$ cat config.mk
export PLATFORM = sky130hd
export DESIGN_NAME = match_timer
export DESIGN_NICKNAME = d
export VERILOG_FILES = /design/src/rtl/match_timer_pkg.sv /design/src/rtl/mt_counter.sv /design/src/rtl/mt_channel.sv /design/src/rtl/mt_event.sv /design/src/rtl/match_timer.sv
export SDC_FILE = /design/constraint.sdc
export NUM_CORES = 1
export LEC_CHECK = 0
export BUFFER_PORTS_ARGS = -buffer_cell sky130_fd_sc_hd__buf_2
export CORE_UTILIZATION = 60
export DETAILED_ROUTE_END_ITERATION = 16
export PLACE_DENSITY_LB_ADDON = 0.12
export SLEW_MARGIN = 20
export SYNTH_ARGS = -nofsm -noshare
export SYNTH_HDL_FRONTEND = slang
export SYNTH_HIERARCHICAL = 1
export SYNTH_SLANG_ARGS = --single-unit
$ cat constraint.sdc
create_clock -name clk -period 5.9 [get_ports clk]
set_clock_uncertainty 0.1 [all_clocks]
set_input_delay 1.18 -clock clk [delete_from_list [all_inputs] [get_ports clk]]
set_output_delay 1.18 -clock clk [all_outputs]
set_load 0.03 [all_outputs]
$ cat src/rtl/match_timer_pkg.sv
package match_timer_pkg;
    localparam int DATA_W = 32;
    localparam int N_CH   = 4;
    localparam int IEN_W  = 12;
    localparam int ADDR_W = 8;

    typedef enum logic [ADDR_W-1:0] {
        OFS_CMP0   = 8'h00,
        OFS_CMP1   = 8'h04,
        OFS_CMP2   = 8'h08,
        OFS_CMP3   = 8'h0C,
        OFS_COUNT  = 8'h10,
        OFS_STATUS = 8'h14,
        OFS_WDOG   = 8'h18,
        OFS_IEN    = 8'h1C
    } reg_ofs_e;

    typedef struct packed {
        logic              we;
        logic [ADDR_W-1:0] addr;
        logic [DATA_W-1:0] wdata;
    } bus_req_t;

    // Compare-register word offset of channel n
    function automatic logic [ADDR_W-1:0] cmp_ofs(input int n);
        return ADDR_W'(n * 4);
    endfunction

    function automatic logic wr_hit(input bus_req_t req, input logic [ADDR_W-1:0] ofs);
        return req.we && (req.addr == ofs);
    endfunction
endpackage

$ cat src/rtl/mt_counter.sv
module mt_counter
    import match_timer_pkg::*;
#(
    parameter int W = DATA_W
) (
    input  logic         clk,
    input  logic         rst,
    input  logic         tick_en,
    input  logic         load,
    input  logic [W-1:0] load_val,
    output logic [W-1:0] cnt_q,
    output logic [W-1:0] cnt_nxt,
    output logic         cnt_upd
);
    // A load beats a tick; increment wraps naturally
    always_comb begin
        cnt_upd = load || tick_en;
        cnt_nxt = load ? load_val : (cnt_q + W'(1));
    end

    always_ff @(posedge clk) begin
        if (rst)
            cnt_q <= '0;
        else if (cnt_upd)
            cnt_q <= cnt_nxt;
    end
endmodule

$ cat src/rtl/mt_channel.sv
module mt_channel
    import match_timer_pkg::*;
#(
    parameter int W = DATA_W
) (
    input  logic         clk,
    input  logic         rst,
    input  logic         wr_en,
    input  logic [W-1:0] wr_val,
    input  logic         cnt_upd,
    input  logic [W-1:0] cnt_nxt,
    output logic [W-1:0] cmp_q,
    output logic         hit
);
    always_ff @(posedge clk) begin
        if (rst)
            cmp_q <= '0;
        else if (wr_en)
            cmp_q <= wr_val;
    end

    assign hit = cnt_upd && (cnt_nxt == cmp_q);
endmodule

$ cat src/rtl/mt_event.sv
module mt_event
    import match_timer_pkg::*;
#(
    parameter int NC = N_CH,
    parameter int W  = DATA_W,
    parameter int IW = IEN_W
) (
    input  logic          clk,
    input  logic          rst,
    input  logic [NC-1:0] hit,
    input  logic          sts_wr,
    input  logic [NC-1:0] sts_clr_mask,
    input  logic          ien_wr,
    input  logic [IW-1:0] ien_val,
    input  logic          wdog_wr,
    input  logic [W-1:0]  wdog_val,
    output logic [NC-1:0] sts_q,
    output logic [IW-1:0] ien_q,
    output logic [W-1:0]  wdog_q,
    output logic          reset_req_q
);
    localparam int WD_CH = NC - 1;

    logic [NC-1:0] set_v, clr_v;
    logic          wd_fire;

    always_comb begin
        set_v   = hit & ien_q[NC-1:0];
        clr_v   = sts_wr ? (sts_clr_mask & sts_q) : '0;
        wd_fire = hit[WD_CH] && wdog_q[0];
    end

    always_ff @(posedge clk) begin
        if (rst) begin
            sts_q       <= '0;
            ien_q       <= '0;
            wdog_q      <= '0;
            reset_req_q <= 1'b0;
        end else begin
            // set dominates a simultaneous clear of the same bit
            sts_q       <= (sts_q & ~clr_v) | set_v;
            reset_req_q <= wd_fire;
            if (ien_wr)
                ien_q <= ien_val;
            if (wd_fire)
                wdog_q <= '0;
            else if (wdog_wr)
                wdog_q <= wdog_val;
        end
    end
endmodule

$ cat src/rtl/match_timer.sv
module match_timer
    import match_timer_pkg::*;
(
    input  logic              clk,
    input  logic              rst,
    input  logic              tick_en,
    input  logic [ADDR_W-1:0] bus_addr,
    input  logic              bus_we,
    input  logic [DATA_W-1:0] bus_wdata,
    output logic [DATA_W-1:0] bus_rdata,
    output logic [N_CH-1:0]   irq,
    output logic              reset_req
);
    bus_req_t req;
    assign req = '{we: bus_we, addr: bus_addr, wdata: bus_wdata};

    logic [DATA_W-1:0] cnt_q, cnt_nxt;
    logic              cnt_upd;
    logic [N_CH-1:0]   hit;
    logic [DATA_W-1:0] cmp_q [N_CH];
    logic [N_CH-1:0]   sts_q;
    logic [IEN_W-1:0]  ien_q;
    logic [DATA_W-1:0] wdog_q;

    mt_counter #(.W(DATA_W)) u_cnt (
        .clk      (clk),
        .rst      (rst),
        .tick_en  (tick_en),
        .load     (wr_hit(req, OFS_COUNT)),
        .load_val (req.wdata),
        .cnt_q    (cnt_q),
        .cnt_nxt  (cnt_nxt),
        .cnt_upd  (cnt_upd)
    );

    for (genvar n = 0; n < N_CH; n++) begin : g_ch
        mt_channel #(.W(DATA_W)) u_ch (
            .clk     (clk),
            .rst     (rst),
            .wr_en   (wr_hit(req, cmp_ofs(n))),
            .wr_val  (req.wdata),
            .cnt_upd (cnt_upd),
            .cnt_nxt (cnt_nxt),
            .cmp_q   (cmp_q[n]),
            .hit     (hit[n])
        );
    end

    mt_event #(.NC(N_CH), .W(DATA_W), .IW(IEN_W)) u_evt (
        .clk          (clk),
        .rst          (rst),
        .hit          (hit),
        .sts_wr       (wr_hit(req, OFS_STATUS)),
        .sts_clr_mask (req.wdata[N_CH-1:0]),
        .ien_wr       (wr_hit(req, OFS_IEN)),
        .ien_val      (req.wdata[IEN_W-1:0]),
        .wdog_wr      (wr_hit(req, OFS_WDOG)),
        .wdog_val     (req.wdata),
        .sts_q        (sts_q),
        .ien_q        (ien_q),
        .wdog_q       (wdog_q),
        .reset_req_q  (reset_req)
    );

    assign irq = sts_q;

    always_comb begin
        bus_rdata = '0;
        for (int n = 0; n < N_CH; n++)
            if (req.addr == cmp_ofs(n))
                bus_rdata = cmp_q[n];
        case (req.addr)
            OFS_COUNT:  bus_rdata = cnt_q;
            OFS_STATUS: bus_rdata = DATA_W'(sts_q);
            OFS_WDOG:   bus_rdata = wdog_q;
            OFS_IEN:    bus_rdata = DATA_W'(ien_q);
            default:    ;
        endcase
    end
endmodule

==> impl_metrics.py, run 1 <==
metrics = {
    "placed_design": {
        "hpwl_um": 23800,
        "port_buffers": 80,
        "globalplace.congestion": 0.932,
        "dp_slack_ns": 0.682,
    },
    "clocking": {
        "path_clk_slew_ns": 0.06,
        "cts_hold_buf": 0,
        "htreeDepth": 1,
        "numCtsBuffers": 23,
        "cts_max_path_buffers": 3,
        "ctsRootBufferMaster": "clkbuf_16",
        "clock_sinks": 209,
        "cts_setup_buffers": 0,
        "cts_tree": "yes",
        "clock_latency_ns": 0.52,
        "cts-resized-gates": 0,
    },
    "timing": {
        "final.setup.tns_ns": 0,
        "tightest_slew_ns": 1.06,
        "fin_crit_sh_pct": 83.4,
        "setup_slack_ns": 0.979,
        "hold_ws_ns": 0.385,
        "final-setup-viol-count": 0,
        "period_needed_ns": 4.92,
        "fmax_ghz": 0.203,
        "slew_headroom_pct": 29.6,
        "rsz0062_at_grt": "false",
        "finalMaxSlewViolations": 0,
        "final_hold_viol_count": 0,
    },
    "synthesis": {
        "netlist_area_sq_um": 12000,
        "ys_types": 56,
        "async_flop_share_pct": 0,
        "synth_edf_count": 0,
        "synth_seq_cells": 209,
        "syn_area_per_cell_sq_um": 9.40,
        "yosysSeqAreaShare_pct": 34.8,
        "synthFlopType": "dfxtp_1",
        "syn_inst": 1279,
        "synth_warnings": 6,
        "synth_fp_nets": 1324,
    },
    "setup_path": {
        "cp-startpoint": "bus_addr[5]",
        "reg2reg_depth": 11,
        "path_max_fanout": 44,
        "criticalPathCategory": "primary input to flip-flop",
        "r2r_start": "u_cnt/cnt_q[9]$_SDFFE_PP0P_",
        "cp-end-kind": "flip-flop",
        "cp.arrival_ns": 5.20,
        "cp_slowest_cell": "a21oi_1",
        "start_kind": "primary input",
        "slowest_delay_ns": 0.53,
        "cp.required_ns": 6.18,
        "crit_top_cell": "nor2_1",
        "worstPathCellList": "buf_2, nor3_1, nand3_1, nor2_1, inv_2, buf_4, a21oi_1, xor2_1, nor4_1, nand4_1, nor3_2, a21o_4, nor2_1",
    },
    "floorplanning": {
        "die_area_sq_um": 20600,
        "die_h_um": 144,
        "start_util_pct": 61.6,
        "row_count": 51,
        "ioPinCount": 81,
        "coreArea_sq_um": 19500,
        "die_w_um": 144,
    },
    "route": {
        "routedWlPerCell_um": 21.9,
        "via_per_inst": 6.15,
        "drc": 0,
        "drt-initial-drc-count": 843,
        "firstDrtPassIters": 5,
        "routed_wirelength_um": 34900,
        "vias": 9825,
        "drtAntennaViolNets": 0,
    },
    "grt": {
        "grt_first_pass_wirelength_um": 53200,
        "grt_max_degree": 95,
        "antenna_found_initial": 0,
        "grt_pass1_vias": 9362,
        "grtUsageTotal_pct": 34.1,
        "overflow": 0,
    },
    "cells_and_area": {
        "multiInputGateArea_sq_um": 7300,
        "area_delta_synth_final_pct": 9.28,
        "fin_nets": 1361,
        "drive_gt1_share_pct": 16.3,
        "fin_util_pct": 67.3,
        "fillCellCount": 1685,
        "regArea_sq_um": 4180,
    },
    "pwr": {
        "leakage_nw": 5.38,
        "p_per_area_nw_per_um2": 231,
        "peakVddDrop_v": 0.000238,
    },
    "run": {
        "cap_violations": 0,
    },
    "status": {
        "status": "finished, final reports clean",
    },
    "min_path": {
        "hp-start": "u_evt/ien_q[1]$_SDFFE_PP0P_",
        "hold_path.class": "flip-flop to flip-flop",
        "whs_path_depth": 2,
    },
}
metrics by stage:
stage	instance area [sq um]	std cells	power (mW)
3_5_place_dp	12400	1556	1.63
3_3_place_gp	12400	1556	1.63
5_1_grt	13100	1596	3.11
6_report	13100	1597	3.03
2_1_floorplan	12000	1279	1.56
4_1_cts	13100	1596	3.05
cell families after synthesis:
logic type | after synthesis | synth area share [%]
AND/OR/NAND/NOR | 425 | 16.6
multiplexers | 239 | 23.4
flip-flops | 209 | 34.8
XOR/XNOR | 183 | 13.3
AO/OA/AOI/OAI | 124 | 6.95
buffers and inverters | 98 | 4.83
adder cells (fa/ha/maj) | 1 | 0.104
layout by cell type (no fill, tap or decap), types with 23 or more instances in the layout:
master / netlist / layout
a211oi_1: 25 / 25
a21oi_1: 45 / 45
a22oi_1: 25 / 25
buf_2: 27 / 79
clkbuf_16: 0 / 23
dfxtp_1: 209 / 209
mux2_2: 30 / 30
mux2i_1: 179 / 179
mux4_2: 28 / 28
nand2_1: 41 / 41
nand3_1: 38 / 38
nor2_1: 245 / 242
nor4_1: 33 / 31
xor2_1: 170 / 170
path summary, 6_finish.rpt:
| kind | end | slack (ns) |
|---|---|---|
| setup / recovery | u_evt/wdog_q[29]$_SDFFE_PP0P_ | 0.98 |
| hold / removal | u_evt/sts_q[1]$_SDFF_PP0_ | 0.39 |
| hold reg to reg | u_evt/sts_q[1]$_SDFF_PP0_ | 0.39 |
| setup reg to reg | u_evt/wdog_q[29]$_SDFFE_PP0P_ | 1.38 |
synth_stat cells, drive strengths merged, types with 3 or more instances:
library cell | instances | area, sq um
a211oi | 27 | 213
a21bo | 4 | 40.0
a21o | 3 | 30.0
a21oi | 45 | 225
a221oi | 3 | 26.3
a22oi | 25 | 188
and2 | 3 | 18.8
and3 | 6 | 37.5
and4 | 3 | 26.3
buf | 60 | 438
clkbuf | 29 | 109
dfxtp | 209 | 4180
inv | 8 | 30.0
mux2 | 30 | 338
mux2i | 179 | 1790
mux4 | 30 | 683
nand2 | 41 | 154
nand3 | 40 | 210
nand4 | 24 | 180
nor2 | 245 | 920
nor3 | 21 | 141
nor4 | 35 | 240
o21a | 3 | 22.5
o21ai | 8 | 40.0
xnor2 | 13 | 114
xor2 | 170 | 1490
flip-flops by register name, summed over array words and instances (netlist names):
name,count
u_evt/wdog_q,32
g_ch.u_ch/cmp_q,128
u_evt/sts_q,4
u_evt/ien_q,12
u_cnt/cnt_q,32
u_evt/reset_req_q,1
final cells by class:
type	instances	area share [%]
inverters	9	0.257
multi-input cells	972	55.5
well taps	265	2.52
clock inverters	6	0.657
flip-flops and latches	209	31.8
repair buffers	101	4.27
clock buffers	34	4.92
diodes	1	0.0190
critical path, delay by kind of cell:
kind	cells	cell delay [ns]
xor gates and xnor gates	1	0.14
AOI/OAI and AO/OA	2	0.98
and+or+nand+nor	7	2.03
buffers and inverters	3	0.83
where the power goes:
group          internal (mW)  switching (mW)  leakage [nW]
clock network          0.845           0.580         0.355
registers               1.41         0.00475          1.68
logic                 0.0546           0.134          3.34
per-layer routing:
metal,part of all wire (%),GRT usage (%),vias up
met5,0,0,-
met4,3.1,12.3,0
met3,7.0,5.00,69
met2,45,53.4,421
met1,45,47.7,4762
li1,-,-,4573
Power figures use the tool's default switching activity.
==> run 2, diff against run 1 <==
clock period = 4.7 ns   (was 5.9 ns; I/O delays follow)
==> run 2 against run 1 <==
Via count is 0.28% higher. Die area stayed put. First-iteration DRC count is 7.6% lower. Combinational power is 29% higher. Flip-flop and latch count stayed put.
==> impl_metrics.py, run 2 (synthesis results as in run 1) <==
metrics = {
    "status": {
        "status": "finished, final reports clean",
    },
    "clocking": {
        "numCtsBuffers": 23,
        "cts-resized-gates": 0,
        "htreeDepth": 1,
        "cts_setup_buffers": 0,
        "clock_sinks": 209,
        "clock_latency_ns": 0.51,
        "path_clk_slew_ns": 0.06,
        "cts_max_path_buffers": 3,
        "cts_hold_buf": 0,
        "cts_tree": "yes",
        "ctsRootBufferMaster": "clkbuf_16",
    },
    "grt": {
        "grt_first_pass_wirelength_um": 53200,
        "antenna_found_initial": 0,
        "grtUsageTotal_pct": 33.9,
        "overflow": 0,
        "grt_pass1_vias": 9331,
        "grt_max_degree": 89,
    },
    "setup_path": {
        "crit_buf_inv": 1,
        "criticalPathCategory": "flip-flop to flip-flop",
        "cp-end-kind": "flip-flop",
        "r2r_slack_ns": 0.53,
        "reg2reg_depth": 12,
        "path_delay_family": "simple AND/OR/NAND/NOR gates",
        "start_kind": "flip-flop",
        "reg2reg_to": "u_evt/wdog_q[24]$_SDFFE_PP0P_",
        "path_max_fanout": 32,
        "worstPathCellList": "nand3_1, and4bb_1, buf_4, nand2_1, xor2_1, a21oi_1, xor2_1, nor4_1, nand4_1, nor3_2, a21o_4, nor2_1",
        "crit_top_cell": "xor2_1",
        "r2r_start": "u_cnt/cnt_q[5]$_SDFFE_PP0P_",
        "slowest_delay_ns": 0.68,
        "cp.arrival_ns": 4.45,
        "cp.required_ns": 4.98,
        "cp_slowest_cell": "and4bb_1",
    },
    "cells_and_area": {
        "fin_nets": 1381,
        "reg_top3": "g_ch.u_ch/cmp_q (128), u_cnt/cnt_q (32), u_evt/wdog_q (32)",
        "layoutNonFillerInstCount": 1616,
        "largest_register_ffs": 128,
        "top_register": "g_ch.u_ch/cmp_q",
        "area_delta_synth_final_pct": 10.9,
        "drive_gt1_share_pct": 17.6,
        "n_antenna_cell": 0,
        "most-common-layout-cells": "242 x nor2_1, 209 x dfxtp_1, 179 x mux2i_1, 170 x xor2_1, 79 x buf_2",
        "fillCellCount": 1649,
        "final_common_cell": "nor2_1",
    },
    "pwr": {
        "leakage_nw": 5.50,
        "peakVddDrop_v": 0.000299,
        "p_per_area_nw_per_um2": 285,
    },
    "floorplanning": {
        "die_area_sq_um": 20600,
        "ioPinCount": 81,
        "die_h_um": 144,
        "coreArea_sq_um": 19500,
        "start_util_pct": 61.6,
        "die_w_um": 144,
        "row_count": 51,
    },
    "min_path": {
        "whs_path_depth": 2,
        "hp-start": "u_evt/ien_q[1]$_SDFFE_PP0P_",
        "hold_path.class": "flip-flop to flip-flop",
        "hold_path_end": "u_evt/sts_q[1]$_SDFF_PP0_",
    },
    "route": {
        "via_per_inst": 6.10,
        "drt-initial-drc-count": 779,
        "routedWlPerCell_um": 21.5,
        "drc": 0,
        "drtAntennaViolNets": 0,
        "routed_wirelength_um": 34700,
        "firstDrtPassIters": 7,
        "vias": 9853,
    },
    "timing": {
        "final_hold_viol_count": 0,
        "period_needed_ns": 4.17,
        "fmax_ghz": 0.240,
        "finalMaxSlewViolations": 0,
        "fin_crit_sh_pct": 88.8,
        "tightest_slew_ns": 1.02,
        "final.setup.tns_ns": 0,
        "rsz0062_at_grt": "false",
        "final-setup-viol-count": 0,
        "slew_headroom_pct": 31.8,
    },
    "placed_design": {
        "globalplace.congestion": 0.952,
        "hpwl_um": 23900,
        "port_buffers": 80,
        "place_inst": 1576,
    },
    "run": {
        "cap_violations": 0,
    },
}
run 2: power by group:
| group | total [mW] | internal, mW | switching (mW) |
|---|---|---|---|
| clock network | 1.78 | 1.06 | 0.716 |
| registers | 1.78 | 1.78 | 0.00569 |
| logic | 0.244 | 0.0717 | 0.172 |
| total | 3.80 | 2.91 | 0.894 |
run 2: layout make-up:
class / count / area (sq um) / area share (%)
clock inverter: 3 / 40.0 / 0.300
sequential: 209 / 4180 / 31.4
inverter: 9 / 33.8 / 0.253
clock buffer: 37 / 698 / 5.24
tap: 265 / 332 / 2.49
multi-input combinational: 972 / 7300 / 54.7
timing repair buffer: 121 / 748 / 5.61
run 2: worst max path at each step:
stage | startpoint | endpoint | depth (start not counted)
5_1_grt | u_cnt/cnt_q[22]$_SDFFE_PP0P_ | u_evt/wdog_q[24]$_SDFFE_PP0P_ | 12
2_1_floorplan | bus_addr[2] | u_evt/wdog_q[10]$_SDFFE_PP0P_ | 16
4_1_cts | u_cnt/cnt_q[2]$_SDFFE_PP0P_ | u_evt/wdog_q[24]$_SDFFE_PP0P_ | 12
3_5_place_dp | bus_addr[1] | u_evt/wdog_q[24]$_SDFFE_PP0P_ | 13
6_report | u_cnt/cnt_q[5]$_SDFFE_PP0P_ | u_evt/wdog_q[24]$_SDFFE_PP0P_ | 12
3_3_place_gp | bus_addr[5] | u_evt/wdog_q[25]$_SDFFE_PP0P_ | 13
run 2: tightest hold or removal path, stage by stage (launching register included):
cell and delay [ns]:
dfxtp_1 0.32, nand2_1 0.07, a21oi_1 0.05
run 2: routing by layer:
metal  GRT usage (%)  up-vias  wire length [um]
li1                -     4608                 -
met4            13.3        0              1240
met3            4.70       72              2450
met5               0        -                 0
met2            52.3      402             15600
met1            47.8     4771             15500
run 2: metrics by stage:
stage	utilization, %	worst slack, ns	hold WS, ns	instance area, sq um	total power [mW]
after floorplan	-	0.724	0.338	12000	1.96
after global placement	64.5	0.262	0.360	12600	2.06
after detailed placement	64.5	0.139	0.363	12600	2.06
after CTS	68.3	0.590	0.375	13300	3.82
after global routing	68.3	0.286	0.408	13300	3.91
final	68.3	0.528	0.383	13300	3.80
